### src/rtl/sdp_pkg.sv
package sdp_pkg;

    localparam int CMD_AW = 15;

    localparam logic [CMD_AW-1:0] ADDR_ODD  = 15'h5555;
    localparam logic [CMD_AW-1:0] ADDR_EVEN = 15'h2AAA;

    localparam logic [7:0] KEY_FIRST   = 8'hAA;
    localparam logic [7:0] KEY_SECOND  = 8'h55;
    localparam logic [7:0] OP_UNLOCK   = 8'hA0;
    localparam logic [7:0] OP_EXTEND   = 8'h80;
    localparam logic [7:0] OP_ID_ENTER = 8'h90;
    localparam logic [7:0] OP_ID_LEAVE = 8'hF0;
    localparam logic [7:0] OP_UNPROT   = 8'h20;
    localparam logic [7:0] OP_ERASE    = 8'h10;
    localparam logic [7:0] MFR_CODE    = 8'hBF;

    typedef enum logic [2:0] {
        SQ_IDLE, SQ_KEY1, SQ_KEY2, SQ_EXT, SQ_EKEY1, SQ_EKEY2
    } seq_state_e;

    typedef enum logic [2:0] {
        CMD_NONE, CMD_UNLOCK, CMD_ID_ENTER, CMD_ID_LEAVE, CMD_UNPROTECT, CMD_ERASE
    } cmd_e;

    typedef struct packed {
        logic hit;
        cmd_e cmd;
    } seq_res_t;

    function automatic logic is_key1(input logic [CMD_AW-1:0] a, input logic [7:0] d);
        return (a == ADDR_ODD) && (d == KEY_FIRST);
    endfunction

    function automatic logic is_key2(input logic [CMD_AW-1:0] a, input logic [7:0] d);
        return (a == ADDR_EVEN) && (d == KEY_SECOND);
    endfunction

    function automatic cmd_e short_op(input logic [7:0] d);
        case (d)
            OP_UNLOCK:   return CMD_UNLOCK;
            OP_ID_ENTER: return CMD_ID_ENTER;
            OP_ID_LEAVE: return CMD_ID_LEAVE;
            default:     return CMD_NONE;
        endcase
    endfunction

    function automatic cmd_e long_op(input logic [7:0] d);
        case (d)
            OP_UNPROT: return CMD_UNPROTECT;
            OP_ERASE:  return CMD_ERASE;
            default:   return CMD_NONE;
        endcase
    endfunction

endpackage

### src/rtl/sdp_seq.sv
module sdp_seq
    import sdp_pkg::*;
(
    input  logic              clk,
    input  logic              rst,
    input  logic              wr_en,
    input  logic [CMD_AW-1:0] wr_addr,
    input  logic [7:0]        wr_data,
    output seq_res_t          res
);

    seq_state_e st, st_n;
    logic k1, k2, on_odd, brk;
    cmd_e sop, lop;

    assign k1     = is_key1(wr_addr, wr_data);
    assign k2     = is_key2(wr_addr, wr_data);
    assign on_odd = (wr_addr == ADDR_ODD);
    assign sop    = short_op(wr_data);
    assign lop    = long_op(wr_data);

    always_comb begin
        st_n    = st;
        res.hit = 1'b0;
        res.cmd = CMD_NONE;
        brk     = 1'b0;
        if (wr_en) begin
            case (st)
                SQ_IDLE: begin
                    if (k1) begin
                        st_n    = SQ_KEY1;
                        res.hit = 1'b1;
                    end
                end
                SQ_KEY1: begin
                    if (k2) begin
                        st_n    = SQ_KEY2;
                        res.hit = 1'b1;
                    end else brk = 1'b1;
                end
                SQ_KEY2: begin
                    if (on_odd && wr_data == OP_EXTEND) begin
                        st_n    = SQ_EXT;
                        res.hit = 1'b1;
                    end else if (on_odd && sop != CMD_NONE) begin
                        st_n    = SQ_IDLE;
                        res.hit = 1'b1;
                        res.cmd = sop;
                    end else brk = 1'b1;
                end
                SQ_EXT: begin
                    if (k1) begin
                        st_n    = SQ_EKEY1;
                        res.hit = 1'b1;
                    end else brk = 1'b1;
                end
                SQ_EKEY1: begin
                    if (k2) begin
                        st_n    = SQ_EKEY2;
                        res.hit = 1'b1;
                    end else brk = 1'b1;
                end
                SQ_EKEY2: begin
                    if (on_odd && lop != CMD_NONE) begin
                        st_n    = SQ_IDLE;
                        res.hit = 1'b1;
                        res.cmd = lop;
                    end else brk = 1'b1;
                end
                default: st_n = SQ_IDLE;
            endcase
            if (brk) begin
                if (k1) begin
                    st_n    = SQ_KEY1;
                    res.hit = 1'b1;
                end else begin
                    st_n = SQ_IDLE;
                end
            end
        end
    end

    always_ff @(posedge clk) begin
        if (rst) st <= SQ_IDLE;
        else     st <= st_n;
    end

    // a completed command only ever comes from a consumed write
    assert_cmd_on_write_R10: assert property (@(posedge clk) disable iff (rst)
        (res.cmd != CMD_NONE) |-> (wr_en && res.hit));

    // an unconsumed write leaves the sequencer idle
    assert_break_to_idle_R10: assert property (@(posedge clk) disable iff (rst)
        (wr_en && !res.hit) |=> (st == SQ_IDLE));

endmodule

### src/rtl/sdp_ctrl.sv
module sdp_ctrl
    import sdp_pkg::*;
#(
    parameter int WIN_CYC  = 16,
    parameter int LOCK_CYC = 32
) (
    input  logic     clk,
    input  logic     rst,
    input  logic     wr_en,
    input  seq_res_t res,
    output logic     prot_on,
    output logic     id_mode,
    output logic     lock_busy,
    output logic     win_open,
    output logic     load_req,
    output logic     erase_req
);

    localparam int WW = $clog2(WIN_CYC + 1);
    localparam int LW = $clog2(LOCK_CYC + 1);

    logic [WW-1:0] win_cnt;
    logic [LW-1:0] lock_cnt;
    logic          stray, lock_start;
    cmd_e          eff;

    assign win_open  = (win_cnt != '0);
    assign lock_busy = (lock_cnt != '0);

    assign stray      = wr_en && !win_open && !res.hit;
    assign lock_start = stray && prot_on && !id_mode && !lock_busy;
    assign load_req   = wr_en && (win_open || (stray && !prot_on && !id_mode && !lock_busy));

    always_comb begin
        eff = res.cmd;
        if (lock_busy && res.cmd != CMD_ID_LEAVE) eff = CMD_NONE;
    end

    assign erase_req = (eff == CMD_ERASE);

    always_ff @(posedge clk) begin
        if (rst) begin
            prot_on  <= 1'b0;
            id_mode  <= 1'b0;
            win_cnt  <= '0;
            lock_cnt <= '0;
        end else begin
            case (eff)
                CMD_UNLOCK:    prot_on <= 1'b1;
                CMD_UNPROTECT: prot_on <= 1'b0;
                CMD_ID_ENTER:  id_mode <= 1'b1;
                CMD_ID_LEAVE:  id_mode <= 1'b0;
                default: ;
            endcase

            if (lock_start)                lock_cnt <= LW'(LOCK_CYC);
            else if (eff == CMD_ID_LEAVE)  lock_cnt <= '0;
            else if (lock_busy)            lock_cnt <= lock_cnt - LW'(1);

            if (eff == CMD_UNLOCK || (wr_en && win_open)) win_cnt <= WW'(WIN_CYC);
            else if (win_open)                            win_cnt <= win_cnt - WW'(1);
        end
    end

    // protection is only raised by a completed unlock
    assert_prot_set_R3: assert property (@(posedge clk) disable iff (rst)
        $rose(prot_on) |-> $past(eff == CMD_UNLOCK));

    // protection is only dropped by the unprotect command
    assert_prot_clear_R6: assert property (@(posedge clk) disable iff (rst)
        $fell(prot_on) |-> $past(eff == CMD_UNPROTECT));

    // a lockout starts only from a protected, closed-window write
    assert_lock_start_R5: assert property (@(posedge clk) disable iff (rst)
        $rose(lock_busy) |-> ($past(prot_on) && !$past(win_open) && $past(wr_en)));

    // commands other than the exit are masked while locked
    assert_lock_mask_R12: assert property (@(posedge clk) disable iff (rst)
        (lock_busy && res.cmd != CMD_ID_LEAVE) |=> ($stable(prot_on) && $stable(id_mode) && !win_open));

endmodule

### src/rtl/sdp_idrd.sv
module sdp_idrd
    import sdp_pkg::*;
#(
    parameter int         AW       = 17,
    parameter logic [7:0] DEV_CODE = 8'h07
) (
    input  logic          clk,
    input  logic          rst,
    input  logic          rd_en,
    input  logic [AW-1:0] rd_addr,
    input  logic          id_mode,
    output logic          rd_valid,
    output logic [7:0]    rd_data
);

    logic [7:0] sel;

    always_comb begin
        if (rd_addr == AW'(0))      sel = MFR_CODE;
        else if (rd_addr == AW'(1)) sel = DEV_CODE;
        else                        sel = 8'h00;
    end

    always_ff @(posedge clk) begin
        if (rst) begin
            rd_valid <= 1'b0;
            rd_data  <= 8'h00;
        end else begin
            rd_valid <= rd_en && id_mode;
            rd_data  <= (rd_en && id_mode) ? sel : 8'h00;
        end
    end

    // read data is only returned while identification mode was active
    assert_rd_in_id_R8: assert property (@(posedge clk) disable iff (rst)
        rd_valid |-> ($past(id_mode) && $past(rd_en)));

    // address 0 always returns the manufacturer byte
    assert_rd_mfr_R8: assert property (@(posedge clk) disable iff (rst)
        (rd_en && id_mode && rd_addr == AW'(0)) |=> (rd_valid && rd_data == MFR_CODE));

endmodule

### src/rtl/sdp_cmd_decoder.sv
module sdp_cmd_decoder
    import sdp_pkg::*;
#(
    parameter int         AW       = 17,
    parameter logic [7:0] DEV_CODE = 8'h07,
    parameter int         WIN_CYC  = 16,
    parameter int         LOCK_CYC = 32
) (
    input  logic          clk,
    input  logic          rst,
    input  logic          wr_en,
    input  logic [AW-1:0] wr_addr,
    input  logic [7:0]    wr_data,
    input  logic          rd_en,
    input  logic [AW-1:0] rd_addr,
    output logic          load_fire,
    output logic [AW-1:0] load_addr,
    output logic [7:0]    load_data,
    output logic          erase_go,
    output logic          prot_on,
    output logic          id_mode,
    output logic          lock_busy,
    output logic          win_open,
    output logic          rd_valid,
    output logic [7:0]    rd_data
);

    seq_res_t res;
    logic     load_req, erase_req, seq_wr;

    assign seq_wr = wr_en && !win_open;

    sdp_seq u_seq (
        .clk     (clk),
        .rst     (rst),
        .wr_en   (seq_wr),
        .wr_addr (wr_addr[CMD_AW-1:0]),
        .wr_data (wr_data),
        .res     (res)
    );

    sdp_ctrl #(.WIN_CYC(WIN_CYC), .LOCK_CYC(LOCK_CYC)) u_ctrl (
        .clk       (clk),
        .rst       (rst),
        .wr_en     (wr_en),
        .res       (res),
        .prot_on   (prot_on),
        .id_mode   (id_mode),
        .lock_busy (lock_busy),
        .win_open  (win_open),
        .load_req  (load_req),
        .erase_req (erase_req)
    );

    sdp_idrd #(.AW(AW), .DEV_CODE(DEV_CODE)) u_idrd (
        .clk      (clk),
        .rst      (rst),
        .rd_en    (rd_en),
        .rd_addr  (rd_addr),
        .id_mode  (id_mode),
        .rd_valid (rd_valid),
        .rd_data  (rd_data)
    );

    always_ff @(posedge clk) begin
        if (rst) begin
            load_fire <= 1'b0;
            erase_go  <= 1'b0;
            load_addr <= '0;
            load_data <= 8'h00;
        end else begin
            load_fire <= load_req;
            erase_go  <= erase_req;
            if (load_req) begin
                load_addr <= wr_addr;
                load_data <= wr_data;
            end
        end
    end

    // no byte is loaded out of identification mode's stray writes
    assert_no_id_load_R11: assert property (@(posedge clk) disable iff (rst)
        load_fire |-> ($past(win_open) || !$past(id_mode)));

    // the erase request is a single-cycle pulse
    assert_erase_pulse_R7: assert property (@(posedge clk) disable iff (rst)
        erase_go |=> !erase_go);

    // a load always echoes a write of the previous cycle
    assert_load_from_write_R2: assert property (@(posedge clk) disable iff (rst)
        load_fire |-> $past(wr_en));

endmodule

### config.mk
export PLATFORM = sky130hd
export DESIGN_NAME = sdp_cmd_decoder
export DESIGN_NICKNAME = d
export VERILOG_FILES = /design/src/rtl/sdp_pkg.sv /design/src/rtl/sdp_seq.sv /design/src/rtl/sdp_ctrl.sv /design/src/rtl/sdp_idrd.sv /design/src/rtl/sdp_cmd_decoder.sv
export SDC_FILE = /design/constraint.sdc
export NUM_CORES = 1
export LEC_CHECK = 0
export ABC_AREA = 0
export CORE_AREA = 2 2 86 109
export CTS_CLUSTER_SIZE = 28
export DETAILED_ROUTE_END_ITERATION = 12
export DIE_AREA = 0 0 88 111
export GPL_ROUTABILITY_DRIVEN = 0
export PLACE_DENSITY_LB_ADDON = 0.25
export SLEW_MARGIN = 10
export SYNTH_ARGS = -nofsm -noshare
export SYNTH_HDL_FRONTEND = slang
export SYNTH_SLANG_ARGS = --single-unit
### constraint.sdc
create_clock -name clk -period 4.5 [get_ports clk]
set_input_delay 0.45 -clock clk [delete_from_list [all_inputs] [get_ports clk]]
set_output_delay 0.45 -clock clk [all_outputs]
set_load 0.05 [all_outputs]
==> implementation parameters, run 1 <==
Parameter                              Value

Routing
  Detailed-route wire length on metal 1 ... 2.95 mm
  Detailed-routing iteration count for the pre-antenna-repair pass ... 4
  Length of routed met3 wiring ... ~530 µm
  DRC errors left ... 0
  Met2 routed WL ... approximately 3.4 mm
  Routed via count divided by cell count ... between 4 and 5
  Iter 0 DRT Violations ... 100
  Max layer used ... met4
  Number of antenna-violating nets in the routed design ... 0
  Via count ... ~2400
  Total wire length ... about 7 mm
  Routed wire per std cell ... approximately 14 µm

STA
  Final count of pins violating max slew ... 0
  Slew at the pin closest to its max-slew limit ... 644 ps
  Final Cycle Share ... 0.619
  Highest attainable clock frequency ... ~360 MHz
  Final Hold Fails ... 0
  Min Hold Slack ... roughly 500 ps
  Relative max-transition margin ... 0.565
  Number of failing setup endpoints in the final timing report ... 0
  Setup repair after global routing missed its margin ... false
  Clk_skew ... 5.24 ps
  Post-layout minimum cycle time ... ~2800 ps
  Setup total negative slack ... 0 ps

Synth
  Synthesized netlist cell count ... approximately 290
  Netlist area before placement ... 2550 µm²
  Synth top area share ... 0.361
  Total of flip-flops plus latches after synthesis ... 46
  Asr flop ratio synth ... 0
  Yosys Warn Count ... 0
  Leading post-synthesis cells by cell area ... sky130_fd_sc_hd__dfxtp_1, sky130_fd_sc_hd__mux2i_1, sky130_fd_sc_hd__nor2_1, sky130_fd_sc_hd__nor4_1, sky130_fd_sc_hd__nor3_1
  Nets in the synthesized netlist ... about 340
  Sequential area share after synthesis ... 0.361
  Synth area leader ... sky130_fd_sc_hd__dfxtp_1
  Synth cell types ... 59
  Primary FF master, synth ... sky130_fd_sc_hd__dfxtp_1
  Most used standard cell by instance count after synthesis ... sky130_fd_sc_hd__dfxtp_1
  Synthesized area per cell ... 8.92 µm²
  Count of flip-flops with a built-in enable after synthesis ... 0
  Commonest cells post-synth ... sky130_fd_sc_hd__dfxtp_1, sky130_fd_sc_hd__nor2_1, sky130_fd_sc_hd__mux2i_1

Setup path
  Capture instance of the worst register-to-register path ... load_data[4]
  Kind of capture point of the worst setup path ... flip-flop
  Crit start category ... input port
  Crit path to ... u_ctrl.lock_cnt[1]
  Cell breakdown of the critical path ... clkdlybuf4s50_1 > nand4bb_1 > or4_4 > nor4_1 > a21oi_1 > nand2_1 > a211oi_1
  Highest cell delay on the worst timing path ... between 600 and 700 ps
  Depth of the worst register-to-register path ... 10
  Launch point of the worst reg-to-reg path ... u_ctrl.lock_cnt[0]
  Signal arrival time at the worst endpoint ... about 3000 ps
  R2R setup slack ... ~1800 ps
  Worst setup path class ... input port to flip-flop
  Crit path launch ... wr_addr[0]
  Crit-path slowest cell ... sky130_fd_sc_hd__nor4_1
  WP data required ... between 4000 and 5000 ps
  Critical-path maximum fanout ... 5

Pwr
  Internal power ... between 1000 and 1500 µW
  Sw Pwr ... between 900 and 1000 µW
  Pwr Total ... about 2200 µW
  Clk network pwr share ... 0.173
  Comb power frac ... 0.547
  Static Leakage ... between 0.001 and 0.0015 µW
  Worst supply voltage drop on vdd ... approximately 310 µV
  Switching portion of total power ... 0.451
  Sequential cell fraction of total power ... 0.280
  Pwr/cell area ... just over 600 nW/µm²

Clock network
  Resized Gates After CTS ... 0
  Count of hold buffers inserted by post-cts repair ... 0
  Post-CTS setup-driven buffer insertion count ... 0
  Maximum level of the CTS H-tree ... 2
  CTS sink cnt ... 46
  Clk slew on worst S/H paths ... about 70 ps
  Longest Clk Path Bufs ... 2
  TritonCTS clock tree ... built
  CTS Buf Count ... 5
  Cell at the root of the clock tree ... sky130_fd_sc_hd__clkbuf_16
  Clock insertion delay at the later pin of the skew report ... ~300 ps

Final layout
  Antenna diodes ... 0
  Post-route core utilization ... 0.402
  Area growth from synthesis to layout ... 39.1%
  Fillers ... around 900
  Number of nets in the finished design ... 409
  Fraction of layout instances using a drive strength above 1 ... 0.0582
  Combined area of the multi-input logic cells ... 1440 µm²
  Area of all sequential standard cells ... around 900 µm²

Global route
  Total congestion overflow after global routing ... 0
  Wire length of the first global-routing pass ... roughly 11 mm
  Antenna violations before repair ... 0
  Tot GR Track Use ... 0.145
  Vias in the first global route ... between 2000 and 2500
  Pin count of the biggest net entering global routing ... 42

Floorplan
  Number of I/O pins ... 86
  Starting utilization of the core area ... 0.289
  Floorplan die area ... around 9800 µm²
  Area of the core ... slightly below 9000 µm²
  Die width ... approximately 88 µm
  Height of the chip ... roughly 110 µm
  Number of core rows ... 39

Job
  Reported max-cap violation count ... 0

Outcome
  Result of the run ... finished clean

Placed design
  Port Buffers ... between 80 and 90
  DPL Wire Length ... ~5.2 mm

Hold path
  Worst hold path type ... flip-flop to flip-flop
-- power by group through the flow --
stage	combinational (µW)	clock, µW	sequential [µW]
after floorplan	617	0	884
after global placement	1180	0	617
after detailed placement	1200	0	615
after CTS	1200	387	611
after global routing	1280	398	624
final	1190	378	610
-- area by class of cell --
type | instances | area share
clock inverters | 3 | 0.00529
flip-flops and latches | 46 | 0.259
inverters | 10 | 0.0106
multi-input cells | 211 | 0.405
well taps | 123 | 0.0434
repair buffers | 86 | 0.241
clock buffers | 5 | 0.0352
-- worst min-delay path by stage --
stage	from	endpoint	slack (ps)	depth (start not counted)
after floorplan	u_ctrl.lock_cnt[3]	u_ctrl.lock_cnt[3]	480	2
after global placement	load_data[5]	load_data[5]	480	2
after detailed placement	load_addr[15]	load_addr[15]	480	2
after CTS	load_addr[9]	load_addr[9]	500	2
after global routing	load_data[3]	load_data[3]	530	2
final	load_addr[16]	load_addr[16]	500	2
-- flip-flops by register name, indices dropped and copies added, names as in the netlist --
name             cells
u_ctrl.win_cnt       5
load_fire            1
u_ctrl.prot_on       1
erase_go             1
u_ctrl.id_mode       1
load_addr           17
u_idrd.rd_data       2
u_idrd.rd_valid      1
load_data            8
u_seq.st             3
u_ctrl.lock_cnt      6
-- placed cells by master (no fill, tap or decap), types with 2 or more instances in the layout --
cell,instances
sky130_fd_sc_hd__o2111a_1,2
sky130_fd_sc_hd__nand2_1,15
sky130_fd_sc_hd__a21oi_1,9
sky130_fd_sc_hd__nand3_1,10
sky130_fd_sc_hd__dfxtp_1,46
sky130_fd_sc_hd__nor2b_1,3
sky130_fd_sc_hd__nor2_1,42
sky130_fd_sc_hd__nor4_1,12
sky130_fd_sc_hd__nor3b_1,3
sky130_fd_sc_hd__o21bai_1,2
sky130_fd_sc_hd__and3b_1,3
sky130_fd_sc_hd__nor4b_1,3
sky130_fd_sc_hd__o31ai_1,2
sky130_fd_sc_hd__nand4bb_1,4
sky130_fd_sc_hd__nand4b_1,2
sky130_fd_sc_hd__xor2_1,2
sky130_fd_sc_hd__nand4_1,6
sky130_fd_sc_hd__clkdlybuf4s50_1,84
sky130_fd_sc_hd__o211ai_1,3
sky130_fd_sc_hd__nor4bb_1,4
sky130_fd_sc_hd__clkbuf_16,5
sky130_fd_sc_hd__xnor2_1,4
sky130_fd_sc_hd__inv_1,10
sky130_fd_sc_hd__or4_1,2
sky130_fd_sc_hd__ha_1,3
sky130_fd_sc_hd__a211oi_1,2
sky130_fd_sc_hd__buf_4,2
sky130_fd_sc_hd__and3_1,4
sky130_fd_sc_hd__nor3_1,13
sky130_fd_sc_hd__or3_1,2
sky130_fd_sc_hd__o21ai_0,4
sky130_fd_sc_hd__mux2i_1,25
sky130_fd_sc_hd__clkinv_2,2
-- logic make-up (layout without fill, tap and decap cells) --
kind of cell | count (synthesis) | count (layout) | synth area share
compound gates | 34 | 34 | 0.0980
other cells | 1 | 1 | 0.00147
flops | 46 | 46 | 0.361
mux | 26 | 26 | 0.102
simple gates | 139 | 139 | 0.316
buf+inv | 29 | 104 | 0.0760
xor+xnor | 7 | 7 | 0.0270
fa+ha+maj | 4 | 4 | 0.0186
-- per-stage QoR --
step | instances | setup slack [ps] | cell area (µm²)
floorplan | 286 | 1900 | 2550
global placement | 476 | 1420 | 3410
detailed placement | 476 | 1410 | 3410
CTS | 484 | 1720 | 3550
global route | 484 | 1500 | 3550
finish | 484 | 1710 | 3550
-- worst max-delay path: cells and delay by family --
family                 cells  cell delay [ps]
AOI/OAI and AO/OA          2              330
buffers and inverters      1              560
and+or+nand+nor            4             1620
-- layer usage --
layer / vias up / GRT usage
met5: - / 0
met4: 0 / 0.0554
li1: 1182 / -
met3: 11 / 0.0387
met1: 1091 / 0.172
met2: 103 / 0.243
(Power assumes the default switching activity.)
==> run 2: changes to the inputs <==
==> constraint.sdc (replaced) <==
create_clock -name clk -period 2.3 [get_ports clk]
set_input_delay 0.23 -clock clk [delete_from_list [all_inputs] [get_ports clk]]
set_output_delay 0.23 -clock clk [all_outputs]
set_load 0.05 [all_outputs]
==> run 2 against run 1 <==
Against the previous run:
- setup slack lost 1600 ps
- sequential power grew 97%
- sequential share of layout area down 4.6 points
- register-to-register slack got worse by 1700 ps
- utilization grew 8.8 points
- critical path type is now flip-flop to flip-flop
- largest cell class unchanged
- clock skew up 1.2 ps
- clock-buffer cell count up 2
==> implementation parameters, run 2 (synthesis gave the netlist of run 1 again) <==
Parameter                              Value

Outcome
  Result of the run ... finished clean (unchanged)

STA
  Final count of pins violating max slew ... 0 (unchanged)
  Post-layout minimum cycle time ... about 2200 ps
  Final Cycle Share ... 0.944
  Highest attainable clock frequency ... around 460 MHz
  Final Hold Fails ... 0 (unchanged)
  Relative max-transition margin ... 0.627 (was 0.565)
  Clk_skew ... 6.48 ps (was 5.24 ps)
  Slew at the pin closest to its max-slew limit ... 558 ps (was 644 ps)
  Number of failing setup endpoints in the final timing report ... 0 (unchanged)
  Final critical-path setup slack ... 129 ps (was 1710 ps)

Floorplan
  Number of core rows ... 39 (unchanged)
  Starting utilization of the core area ... 0.289 (unchanged)
  Number of I/O pins ... 86 (unchanged)
  Floorplan die area ... 9770 µm² (unchanged)
  Die width ... 88 µm (unchanged)
  Height of the chip ... 111 µm (unchanged)
  Area of the core ... 8830 µm² (unchanged)

Setup path
  Capture instance of the worst register-to-register path ... load_addr[4] (was load_data[4])
  Worst setup path class ... flip-flop to flip-flop (was input port to flip-flop)
  Crit path launch ... u_ctrl.lock_cnt[1] (was wr_addr[0])
  Highest cell delay on the worst timing path ... 340 ps (was 610 ps)
  Crit path buf inv count ... 2 (was 1)
  Kind of capture point of the worst setup path ... flip-flop (unchanged)
  Cell family with the largest share of critical-path delay ... simple AND/OR/NAND/NOR gates (unchanged)
  WP data required ... 2460 ps (was 4670 ps)
  Depth of the worst register-to-register path ... 10 (unchanged)
  Crit-path slowest cell ... sky130_fd_sc_hd__dfxtp_1 (was sky130_fd_sc_hd__nor4_1)
  Crit start category ... flip-flop (was input port)
  Cell breakdown of the critical path ... inv_2 > ha_2 > nor3b_4 > nand2_2 > nor3_2 > o2111a_1 > a32o_2 > clkbuf_16 > mux2i_1 > nor2_1 (was clkdlybuf4s50_1 > nand4bb_1 > or4_4 > nor4_1 > a21oi_1 > nand2_1 > a211oi_1)
  Launch point of the worst reg-to-reg path ... u_ctrl.lock_cnt[1] (was u_ctrl.lock_cnt[0])
  Critical-path maximum fanout ... 6 (was 5)
  R2R setup slack ... 130 ps (was 1800 ps)
  Signal arrival time at the worst endpoint ... 2330 ps (was 2950 ps)

Final layout
  Number of nets in the finished design ... 468 (was 409)
  Fraction of layout instances using a drive strength above 1 ... 0.271 (was 0.0582)
  Combined area of the multi-input logic cells ... 1650 µm² (was 1440 µm²)
  Area of all sequential standard cells ... 925 µm² (was 921 µm²)
  Leading registers by flop count ... load_addr x17, load_data x8, u_ctrl.lock_cnt x6 (unchanged)
  Most frequent cells in the layout ... sky130_fd_sc_hd__clkdlybuf4s50_1, sky130_fd_sc_hd__buf_4, sky130_fd_sc_hd__dfxtp_1, sky130_fd_sc_hd__nor2_1, sky130_fd_sc_hd__mux2i_1 (was sky130_fd_sc_hd__clkdlybuf4s50_1, sky130_fd_sc_hd__dfxtp_1, sky130_fd_sc_hd__nor2_1, sky130_fd_sc_hd__mux2i_1, sky130_fd_sc_hd__nand2_1)
  Antenna diodes ... 0 (unchanged)
  Area growth from synthesis to layout ... 69.6% (was 39.1%)
  Register ranked first by flip-flop count ... load_addr (unchanged)
  Most common library cell in the layout ignoring fill and taps ... sky130_fd_sc_hd__clkdlybuf4s50_1 (unchanged)
  Number of flip-flops under the largest register name ... 17 (unchanged)
  Fin cells ... 543 (was 484)
  Fillers ... 834 (was 902)

Routing
  Max layer used ... met4 (unchanged)
  Detailed-routing iteration count for the pre-antenna-repair pass ... 4 (unchanged)
  Routed wire per std cell ... 15.2 µm (was 14.4 µm)
  Total wire length ... 8.28 mm (was 6.97 mm)
  Iter 0 DRT Violations ... 76 (was 100)
  Routed via count divided by cell count ... 4.94 (was 4.93)
  Met2 routed WL ... 4.36 mm (was 3.38 mm)
  Number of antenna-violating nets in the routed design ... 0 (unchanged)
  Detailed-route wire length on metal 1 ... 2.99 mm (was 2.95 mm)
  Via count ... 2684 (was 2387)
  DRC errors left ... 0 (unchanged)
  Length of routed met3 wiring ... 618 µm (was 526 µm)

Job
  Reported max-cap violation count ... 0 (unchanged)

Placed design
  Port Buffers ... 84 (unchanged)
  DPL Wire Length ... 6.03 mm (was 5.25 mm)
  Placed cell count ... 528 (was 476)
  Setup slack at placement ... -487 ps (was 1410 ps)

Global route
  Tot GR Track Use ... 0.160 (was 0.145)
  Antenna violations before repair ... 0 (unchanged)
  Total congestion overflow after global routing ... 0 (unchanged)
  Wire length of the first global-routing pass ... 12.4 mm (was 11.4 mm)
  Pin count of the biggest net entering global routing ... 40 (was 42)
  Vias in the first global route ... 2614 (was 2440)

Clock network
  Clk slew on worst S/H paths ... 60 ps (was 70 ps)
  Cell at the root of the clock tree ... sky130_fd_sc_hd__clkbuf_16 (unchanged)
  Longest Clk Path Bufs ... 2 (unchanged)
  CTS sink cnt ... 46 (unchanged)
  CTS Buf Count ... 5 (unchanged)
  Maximum level of the CTS H-tree ... 2 (unchanged)
  Clock insertion delay at the later pin of the skew report ... 290 ps (was 300 ps)
  Count of hold buffers inserted by post-cts repair ... 0 (unchanged)
  TritonCTS clock tree ... built (unchanged)

Pwr
  Pwr/cell area ... 1130 nW/µm² (was 614 nW/µm²)
  Pwr Total ... 4880 µW (was 2180 µW)
  Static Leakage ... 0.00178 µW (was 0.00123 µW)
  Worst supply voltage drop on vdd ... 585 µV (was 314 µV)

Hold path
  HP Start ... wr_addr[13] (was load_addr[16])
  Worst hold path type ... input port to flip-flop (was flip-flop to flip-flop)
  End point of the most critical hold path ... load_addr[13] (was load_addr[16])
  Number of stages on the worst hold path ... 3 (was 2)
## run 2: cell count changes in the layout (fill, tap and decap cells not counted), sizes merged
| cell | change |
|---|---|
| buf | +59 |
| clkdlybuf4s50 | -25 |
| dlymetal6s2s | +18 |
| clkbuf | +5 |
| dlygate4sd2 | +4 |
| clkinv | -1 |
| inv | -1 |
## run 2: repair_timing
action,in CTS,in global routing
gates resized for setup,12,56
pin swaps,4,26
endpoints found under the setup margin,29,32
gates cloned,0,3
buffers inserted,0,5
## run 2: layer usage
metal,up-vias,GRT usage
met1,1243,0.170
li1,1304,-
met3,21,0.0439
met2,116,0.293
met4,0,0.0585
met5,-,0
## run 2: worst max path at each step
stage / cells past startpoint / slack, ps / end
finish: 10 / 130 / load_addr[4]
global route: 10 / -20 / load_addr[14]
CTS: 8 / 0.6 / u_seq.st[1]
detailed placement: 8 / -490 / u_seq.st[1]
global placement: 8 / -410 / u_seq.st[1]
floorplan: 11 / 4 / load_addr[10]
## run 2: layout make-up
type | instances | share of cell area
Tap cell | 123 | 0.0355
Inverter | 10 | 0.00867
Clock buffer | 7 | 0.0353
Timing Repair Buffer | 145 | 0.323
Multi-Input combinational cell | 211 | 0.382
Sequential cell | 46 | 0.214
Clock inverter | 1 | 0.00202
## run 2: where the power goes
| part | internal (µW) | switching [µW] | leakage (µW) | total (µW) |
|---|---|---|---|---|
| logic | 1290 | 1630 | 0.00133 | 2920 |
| clock network | 464 | 299 | 0.0000801 | 763 |
| registers | 1040 | 158 | 0.000377 | 1200 |
| total | 2800 | 2080 | 0.00178 | 4880 |
## run 2: worst min-delay path: cells and delay by family
family	cells	cell delay (ps)
mux	1	90
simple gates	1	80
buf+inv	1	140
## run 2: stage by stage
step,util,TNS [ps],hold WS [ps],instance area (µm²)
floorplan,-,0,307,2560
global placement,0.432,-13120,475,3810
detailed placement,0.432,-13760,482,3810
CTS,0.455,0,415,4020
global route,0.490,-36.0,327,4330
finish,0.490,0,292,4330
